[src/rtl/mmio_uart_pkg.sv]
package mmio_uart_pkg;
    localparam int BUS_AW = 12;
    localparam int BUS_DW = 32;
    localparam int CHAR_W = 8;

    localparam logic [BUS_AW-1:0] OFS_DATA = 12'h000;
    localparam logic [BUS_AW-1:0] OFS_FLAG = 12'h018;
    localparam logic [BUS_AW-1:0] OFS_LINE = 12'h02C;
    localparam logic [BUS_AW-1:0] OFS_CTRL = 12'h030;

    localparam int FLAG_FULL_BIT = 5;
    localparam int FLAG_BUSY_BIT = 3;
    localparam int LINE_QEN_BIT  = 4;
    localparam int LINE_WLEN_LO  = 5;
    localparam int CTRL_EN_BIT   = 0;
    localparam int CTRL_TXE_BIT  = 8;
    localparam int CTRL_RXE_BIT  = 9;

    typedef struct packed {
        logic       qen;
        logic [1:0] wlen;
    } line_cfg_t;

    typedef struct packed {
        logic rxe;
        logic txe;
        logic en;
    } ctrl_cfg_t;
endpackage

[src/rtl/mmio_uart_regs.sv]
module mmio_uart_regs
    import mmio_uart_pkg::*;
(
    input  logic              clk,
    input  logic              rst_n,
    input  logic              bus_wr,
    input  logic              bus_rd,
    input  logic [BUS_AW-1:0] bus_addr,
    input  logic [BUS_DW-1:0] bus_wdata,
    input  logic              q_full,
    input  logic              busy,
    output logic [BUS_DW-1:0] bus_rdata,
    output logic              qen,
    output logic              tx_go,
    output logic              push,
    output logic [CHAR_W-1:0] push_data
);
    typedef struct packed {
        line_cfg_t line;
        ctrl_cfg_t ctrl;
    } reg_state_t;

    reg_state_t st_d, st_q;
    logic unused_bits;

    assign unused_bits = ^{bus_wdata[BUS_DW-1:10], bus_wdata[7], bus_wdata[3:1]};

    always_comb begin
        st_d = st_q;
        push = 1'b0;
        push_data = bus_wdata[CHAR_W-1:0];
        bus_rdata = '0;
        if (bus_wr) begin
            unique case (bus_addr)
                OFS_DATA: push = !q_full;
                OFS_LINE: begin
                    st_d.line.qen  = bus_wdata[LINE_QEN_BIT];
                    st_d.line.wlen = bus_wdata[LINE_WLEN_LO+1:LINE_WLEN_LO];
                end
                OFS_CTRL: begin
                    st_d.ctrl.en  = bus_wdata[CTRL_EN_BIT];
                    st_d.ctrl.txe = bus_wdata[CTRL_TXE_BIT];
                    st_d.ctrl.rxe = bus_wdata[CTRL_RXE_BIT];
                end
                default: ;
            endcase
        end
        if (bus_rd) begin
            unique case (bus_addr)
                OFS_FLAG: begin
                    bus_rdata[FLAG_FULL_BIT] = q_full;
                    bus_rdata[FLAG_BUSY_BIT] = busy;
                end
                OFS_LINE: begin
                    bus_rdata[LINE_QEN_BIT] = st_q.line.qen;
                    bus_rdata[LINE_WLEN_LO+1:LINE_WLEN_LO] = st_q.line.wlen;
                end
                OFS_CTRL: begin
                    bus_rdata[CTRL_EN_BIT]  = st_q.ctrl.en;
                    bus_rdata[CTRL_TXE_BIT] = st_q.ctrl.txe;
                    bus_rdata[CTRL_RXE_BIT] = st_q.ctrl.rxe;
                end
                default: ;
            endcase
        end
    end

    always_ff @(posedge clk or negedge rst_n) begin
        if (!rst_n) st_q <= '0;
        else        st_q <= st_d;
    end

    assign qen   = st_q.line.qen;
    assign tx_go = st_q.ctrl.en && st_q.ctrl.txe;
endmodule

[src/rtl/mmio_uart_fifo.sv]
module mmio_uart_fifo #(
    parameter int DEPTH  = 16,
    parameter int DATA_W = 8,
    localparam int PTR_W = $clog2(DEPTH),
    localparam int CNT_W = $clog2(DEPTH + 1)
) (
    input  logic              clk,
    input  logic              rst_n,
    input  logic              qen,
    input  logic              push,
    input  logic [DATA_W-1:0] push_data,
    input  logic              pop,
    output logic [DATA_W-1:0] head,
    output logic              full,
    output logic              empty,
    output logic [CNT_W-1:0]  count
);
    typedef struct packed {
        logic [DEPTH-1:0][DATA_W-1:0] mem;
        logic [PTR_W-1:0]             wptr;
        logic [PTR_W-1:0]             rptr;
        logic [CNT_W-1:0]             cnt;
    } fifo_state_t;

    fifo_state_t fs_d, fs_q;
    logic [CNT_W-1:0] cap;

    always_comb begin
        fs_d = fs_q;
        if (push) begin
            fs_d.mem[fs_q.wptr] = push_data;
            fs_d.wptr = fs_q.wptr + 1'b1;
        end
        if (pop) fs_d.rptr = fs_q.rptr + 1'b1;
        unique case ({push, pop})
            2'b10:   fs_d.cnt = fs_q.cnt + 1'b1;
            2'b01:   fs_d.cnt = fs_q.cnt - 1'b1;
            default: fs_d.cnt = fs_q.cnt;
        endcase
    end

    always_ff @(posedge clk or negedge rst_n) begin
        if (!rst_n) fs_q <= '0;
        else        fs_q <= fs_d;
    end

    assign cap   = qen ? CNT_W'(DEPTH) : CNT_W'(1);
    assign full  = fs_q.cnt >= cap;
    assign empty = fs_q.cnt == '0;
    assign count = fs_q.cnt;
    assign head  = fs_q.mem[fs_q.rptr];
endmodule

[src/rtl/mmio_uart_shifter.sv]
module mmio_uart_shifter #(
    parameter int DATA_W = 8,
    localparam int FRAME_BITS = DATA_W + 2,
    localparam int BCNT_W = $clog2(FRAME_BITS)
) (
    input  logic              clk,
    input  logic              rst_n,
    input  logic              baud_tick,
    input  logic              tx_go,
    input  logic              have_data,
    input  logic [DATA_W-1:0] head,
    output logic              pop,
    output logic              active,
    output logic              tx_o
);
    localparam logic [BCNT_W-1:0] LAST_BIT = BCNT_W'(FRAME_BITS - 1);

    typedef struct packed {
        logic                  active;
        logic [FRAME_BITS-1:0] sreg;
        logic [BCNT_W-1:0]     bitcnt;
        logic                  line;
    } shift_state_t;

    shift_state_t sh_d, sh_q;
    logic slot_free;

    always_comb begin
        sh_d = sh_q;
        pop = 1'b0;
        slot_free = !sh_q.active || (sh_q.bitcnt == LAST_BIT);
        if (baud_tick) begin
            if (sh_q.active) begin
                if (sh_q.bitcnt == LAST_BIT) begin
                    sh_d.active = 1'b0;
                    sh_d.line   = 1'b1;
                end else begin
                    sh_d.sreg   = {1'b1, sh_q.sreg[FRAME_BITS-1:1]};
                    sh_d.line   = sh_q.sreg[1];
                    sh_d.bitcnt = sh_q.bitcnt + 1'b1;
                end
            end
            if (slot_free && tx_go && have_data) begin
                sh_d.sreg   = {1'b1, head, 1'b0};
                sh_d.line   = 1'b0;
                sh_d.bitcnt = '0;
                sh_d.active = 1'b1;
                pop = 1'b1;
            end
        end
    end

    always_ff @(posedge clk or negedge rst_n) begin
        if (!rst_n) sh_q <= '{active: 1'b0, sreg: '1, bitcnt: '0, line: 1'b1};
        else        sh_q <= sh_d;
    end

    assign active = sh_q.active;
    assign tx_o   = sh_q.line;
endmodule

[src/rtl/mmio_uart_tx.sv]
module mmio_uart_tx
    import mmio_uart_pkg::*;
#(
    parameter int FIFO_DEPTH = 16,
    localparam int CNT_W = $clog2(FIFO_DEPTH + 1)
) (
    input  logic              clk,
    input  logic              rst_n,
    input  logic              bus_wr,
    input  logic              bus_rd,
    input  logic [BUS_AW-1:0] bus_addr,
    input  logic [BUS_DW-1:0] bus_wdata,
    output logic [BUS_DW-1:0] bus_rdata,
    input  logic              baud_tick,
    output logic              tx_o
);
    logic              qen, tx_go, push, pop;
    logic              q_full, q_empty, sh_active, busy;
    logic [CHAR_W-1:0] push_data, q_head;
    logic [CNT_W-1:0]  q_count;

    assign busy = sh_active || !q_empty;

    mmio_uart_regs regs_i (
        .clk(clk), .rst_n(rst_n),
        .bus_wr(bus_wr), .bus_rd(bus_rd), .bus_addr(bus_addr), .bus_wdata(bus_wdata),
        .q_full(q_full), .busy(busy), .bus_rdata(bus_rdata),
        .qen(qen), .tx_go(tx_go), .push(push), .push_data(push_data)
    );

    mmio_uart_fifo #(.DEPTH(FIFO_DEPTH), .DATA_W(CHAR_W)) fifo_i (
        .clk(clk), .rst_n(rst_n), .qen(qen),
        .push(push), .push_data(push_data), .pop(pop),
        .head(q_head), .full(q_full), .empty(q_empty), .count(q_count)
    );

    mmio_uart_shifter #(.DATA_W(CHAR_W)) shift_i (
        .clk(clk), .rst_n(rst_n), .baud_tick(baud_tick), .tx_go(tx_go),
        .have_data(!q_empty), .head(q_head),
        .pop(pop), .active(sh_active), .tx_o(tx_o)
    );
endmodule

[config.mk]
export PLATFORM = sky130hd
export DESIGN_NAME = mmio_uart_tx
export DESIGN_NICKNAME = d
export VERILOG_FILES = /design/src/rtl/mmio_uart_pkg.sv /design/src/rtl/mmio_uart_regs.sv /design/src/rtl/mmio_uart_fifo.sv /design/src/rtl/mmio_uart_shifter.sv /design/src/rtl/mmio_uart_tx.sv
export SDC_FILE = /design/constraint.sdc
export NUM_CORES = 1
export LEC_CHECK = 0
export ABC_AREA = 0
export BUFFER_PORTS_ARGS = -buffer_cell sky130_fd_sc_hd__buf_2
export CAP_MARGIN = 5
export CELL_PAD_IN_SITES_DETAIL_PLACEMENT = 0
export CELL_PAD_IN_SITES_GLOBAL_PLACEMENT = 1
export CORE_MARGIN = 1
export CORE_UTILIZATION = 35
export DETAILED_ROUTE_END_ITERATION = 8
export MAX_ROUTING_LAYER = met4
export PLACE_DENSITY_LB_ADDON = 0.2
export SLEW_MARGIN = 20
export SYNTH_ARGS = -nofsm -noshare
export SYNTH_HDL_FRONTEND = slang
export SYNTH_SLANG_ARGS = --single-unit
[constraint.sdc]
create_clock -name clk -period 6.7 [get_ports clk]
set_clock_uncertainty 0.2 [all_clocks]
set_input_delay 1.34 -clock clk [delete_from_list [all_inputs] [get_ports clk]]
set_output_delay 1.34 -clock clk [all_outputs]
set_load 0.02 [all_outputs]
==> impl_metrics.json <==
{
  "status": "finished clean",
  "max_freq_mhz": 217,
  "grt_remaining_overflow": 0,
  "synth_top_family_by_area": "multiplexers",
  "synth-compound-area-share": 0.0289,
  "grt_pass1_vias": 5165,
  "synth_simple_gate_area_frac": 0.0932,
  "drive_gt1_frac": 0.442,
  "period_share": 0.686,
  "ys_seq_elements": 162,
  "grt.total_usage": 0.173,
  "yosysSeqAreaShare": 0.494,
  "synth.distinct_cells": 53,
  "cts-buffers-inserted": 17,
  "cts_buffer_depth": 2,
  "placedCellCount": 914,
  "dp_slack_ns": 1.97,
  "cts_htree_levels": 4,
  "maxSlewHeadroom": 0.370,
  "fin_util": 0.405,
  "synthArstFlopShare": 1.00,
  "crit_path_top_delay_cell": "nor4_1",
  "p_leak_nw": 4.34,
  "worst_setup_path_end_kind": "primary output",
  "maxSlewViolCount": 0,
  "synth_edf_count": 0,
  "final_hold_viol_count": 0,
  "hold_path_class": "reg -> reg",
  "cap_violations": 0,
  "pwr_density_cell_nw_per_um2": 221,
  "fillers": 2146,
  "cp.arrival_ns": 3.06,
  "required_ns": 5.16,
  "synth_top_cell_by_area": "dfrtp_1",
  "synth_xor_area_frac": 0.0138,
  "wl_um": 18300,
  "grt_pass1_wl_um": 29900,
  "finalCriticalPeriod_ns": 4.60,
  "layoutNonFillerInstCount": 947,
  "path_class": "in -> out",
  "initial_core_util": 0.361,
  "core_area_um2": 22800,
  "wl_per_cell_um": 19.3,
  "root_buffer": "clkbuf_16",
  "antenna_found_initial": 1,
  "post_cts_buffers": 0,
  "synthAdderAreaFrac": 0.0182,
  "synthCells": 592,
  "crit_top_cell": "buf_2",
  "drtAntennaViolNets": 0,
  "drc_errors": 0,
  "path_cells": "buf_2 > nor4_4 > nand2_1 > nor4_1 > and2_1 > buf_2",
  "hold_slack_ns": 0.286,
  "via_per_inst": 5.10,
  "drt-initial-drc-count": 250,
  "num_vias": 4825,
  "yosysWarnings": 0,
  "die-area_um2": 24200,
  "pin_count": 82,
  "ir_drop_v": 0.000121,
  "max_stage_delay_ns": 0.59,
  "syn_area_per_cell_um2": 13.9,
  "synth.cell_area_um2": 8240,
  "num_rows": 55,
  "grt_setup_unrepaired": "false",
  "synthFlopType": "dfrtp_1",
  "chipWidth_um": 155,
  "synth_area_leaders": "dfrtp_1 (46%), mux2_2 (18%), mux4_2 (8.7%)",
  "reg2reg_setup_slack_ns": 2.58,
  "clock_latency_ns": 0.44,
  "die_y_um": 155,
  "grt_max_degree": 61,
  "cts_tree": "done",
  "place_congestion": 0.761,
  "clock-sinks": 162,
  "cp_max_fo": 6,
  "tns_ns": 0,
  "yosys.area.top_type_share": 0.462,
  "setup_violations": 0,
  "nets": 681,
  "path_clk_slew_ns": 0.07,
  "areaGrowthSynthToFinish_pct": 12.3,
  "muxShareOfSynthArea": 0.307,
  "io_buffer_count": 34,
  "seq_area_um2": 4070,
  "fin_ws_ns": 2.10,
  "tightest_slew_ns": 0.940,
  "drt-pass1-iter-count": 6,
  "synth_most_common_cell": "dfrtp_1",
  "critPathLaunchType": "primary input",
  "multi_input_area_um2": 3920,
  "ctsResizeCount": 0,
  "hpwl_um": 12000,
  "holdBufCountCts": 0,
  "synthTopCellsByCount": "dfrtp_1 (152), mux2_2 (132), mux4_2 (32)"
}
-- per-stage QoR --
step	total power, mW	instance area, um^2
floorplan	1.03	8330
global placement	1.06	8630
detailed placement	1.06	8630
CTS	2.07	9250
global route	2.12	9250
finish	2.04	9250
-- flip-flops by register name, indices dropped and copies added (netlist names) --
register / flops
regs_i.qen: 1
regs_i.st_q: 5
fifo_i.fs_q: 136
shift_i.sh_q: 13
shift_i.active: 1
shift_i.tx_o: 1
fifo_i.count: 5
-- final timing paths --
check,start,to,cells past startpoint
max,bus_addr[1],bus_rdata[9],6
min in group asynchronous,rst_n,fifo_i.count[1],1
min reg2reg,fifo_i.fs_q[36],fifo_i.fs_q[36],1
max in group asynchronous,rst_n,fifo_i.fs_q[6],2
min,fifo_i.fs_q[36],fifo_i.fs_q[36],1
max reg2reg,fifo_i.count[0],fifo_i.count[4],13
-- where the power goes --
group	leakage [nW]	switching [mW]	internal (mW)
clock network	0.297	0.465	0.538
logic	1.83	0.0508	0.00957
registers	2.22	0.000200	0.978
-- worst max-delay path, delay by kind of cell --
family                 cells  cell delay [ns]
and+or+nand+nor            4             1.44
buffers and inverters      2             0.27
-- area by class of cell --
type,count,share of cell area
multi-input cells,388,0.423
inverters,11,0.00446
diodes,1,0.000270
clock inverters,15,0.0201
repair buffers,40,0.0239
clock buffers,17,0.0460
well taps,313,0.0423
flip-flops and latches,162,0.440
-- placed cells by master (no fill, tap or decap), drive strengths merged, types with 2 or more instances in the layout --
master | netlist | layout
nor4 | 4 | 4
xor2 | 6 | 6
and4b | 3 | 3
o21ai | 6 | 6
o22ai | 9 | 9
a21oi | 9 | 9
nor2 | 23 | 23
ha | 12 | 12
nand2 | 25 | 25
a21o | 2 | 2
or2 | 2 | 2
nor2b | 4 | 4
dfstp | 10 | 10
a22oi | 2 | 2
and3b | 2 | 2
xnor2 | 7 | 7
mux2i | 16 | 16
and2 | 3 | 3
mux2 | 144 | 144
clkbuf | 15 | 17
a31oi | 2 | 2
a32oi | 2 | 2
dfrtp | 152 | 152
clkinv | 0 | 4
conb | 1 | 25
mux4 | 32 | 32
nor3 | 19 | 19
inv | 11 | 20
buf | 40 | 40
nor3b | 2 | 2
nand3 | 8 | 8
nand2b | 4 | 4
nand4 | 5 | 5
-- per-layer routing --
| metal | global-route usage | wire (um) | vias up | part of all wire |
|---|---|---|---|---|
| li1 | - | - | 2171 | - |
| met1 | 0.220 | 8420 | 2551 | 0.46 |
| met2 | 0.271 | 8900 | 87 | 0.49 |
| met3 | 0.0362 | 643 | 16 | 0.035 |
| met4 | 0.0644 | 295 | 0 | 0.016 |
| met5 | - | 0 | - | 0 |
-- logic make-up after synthesis --
family          Yosys count
compound gates           37
xor+xnor                 13
fa+ha+maj                12
mux                     192
flops                   162
simple gates            109
buf+inv                  66
other cells               1
No activity file was read; power rests on OpenSTA's default activity.
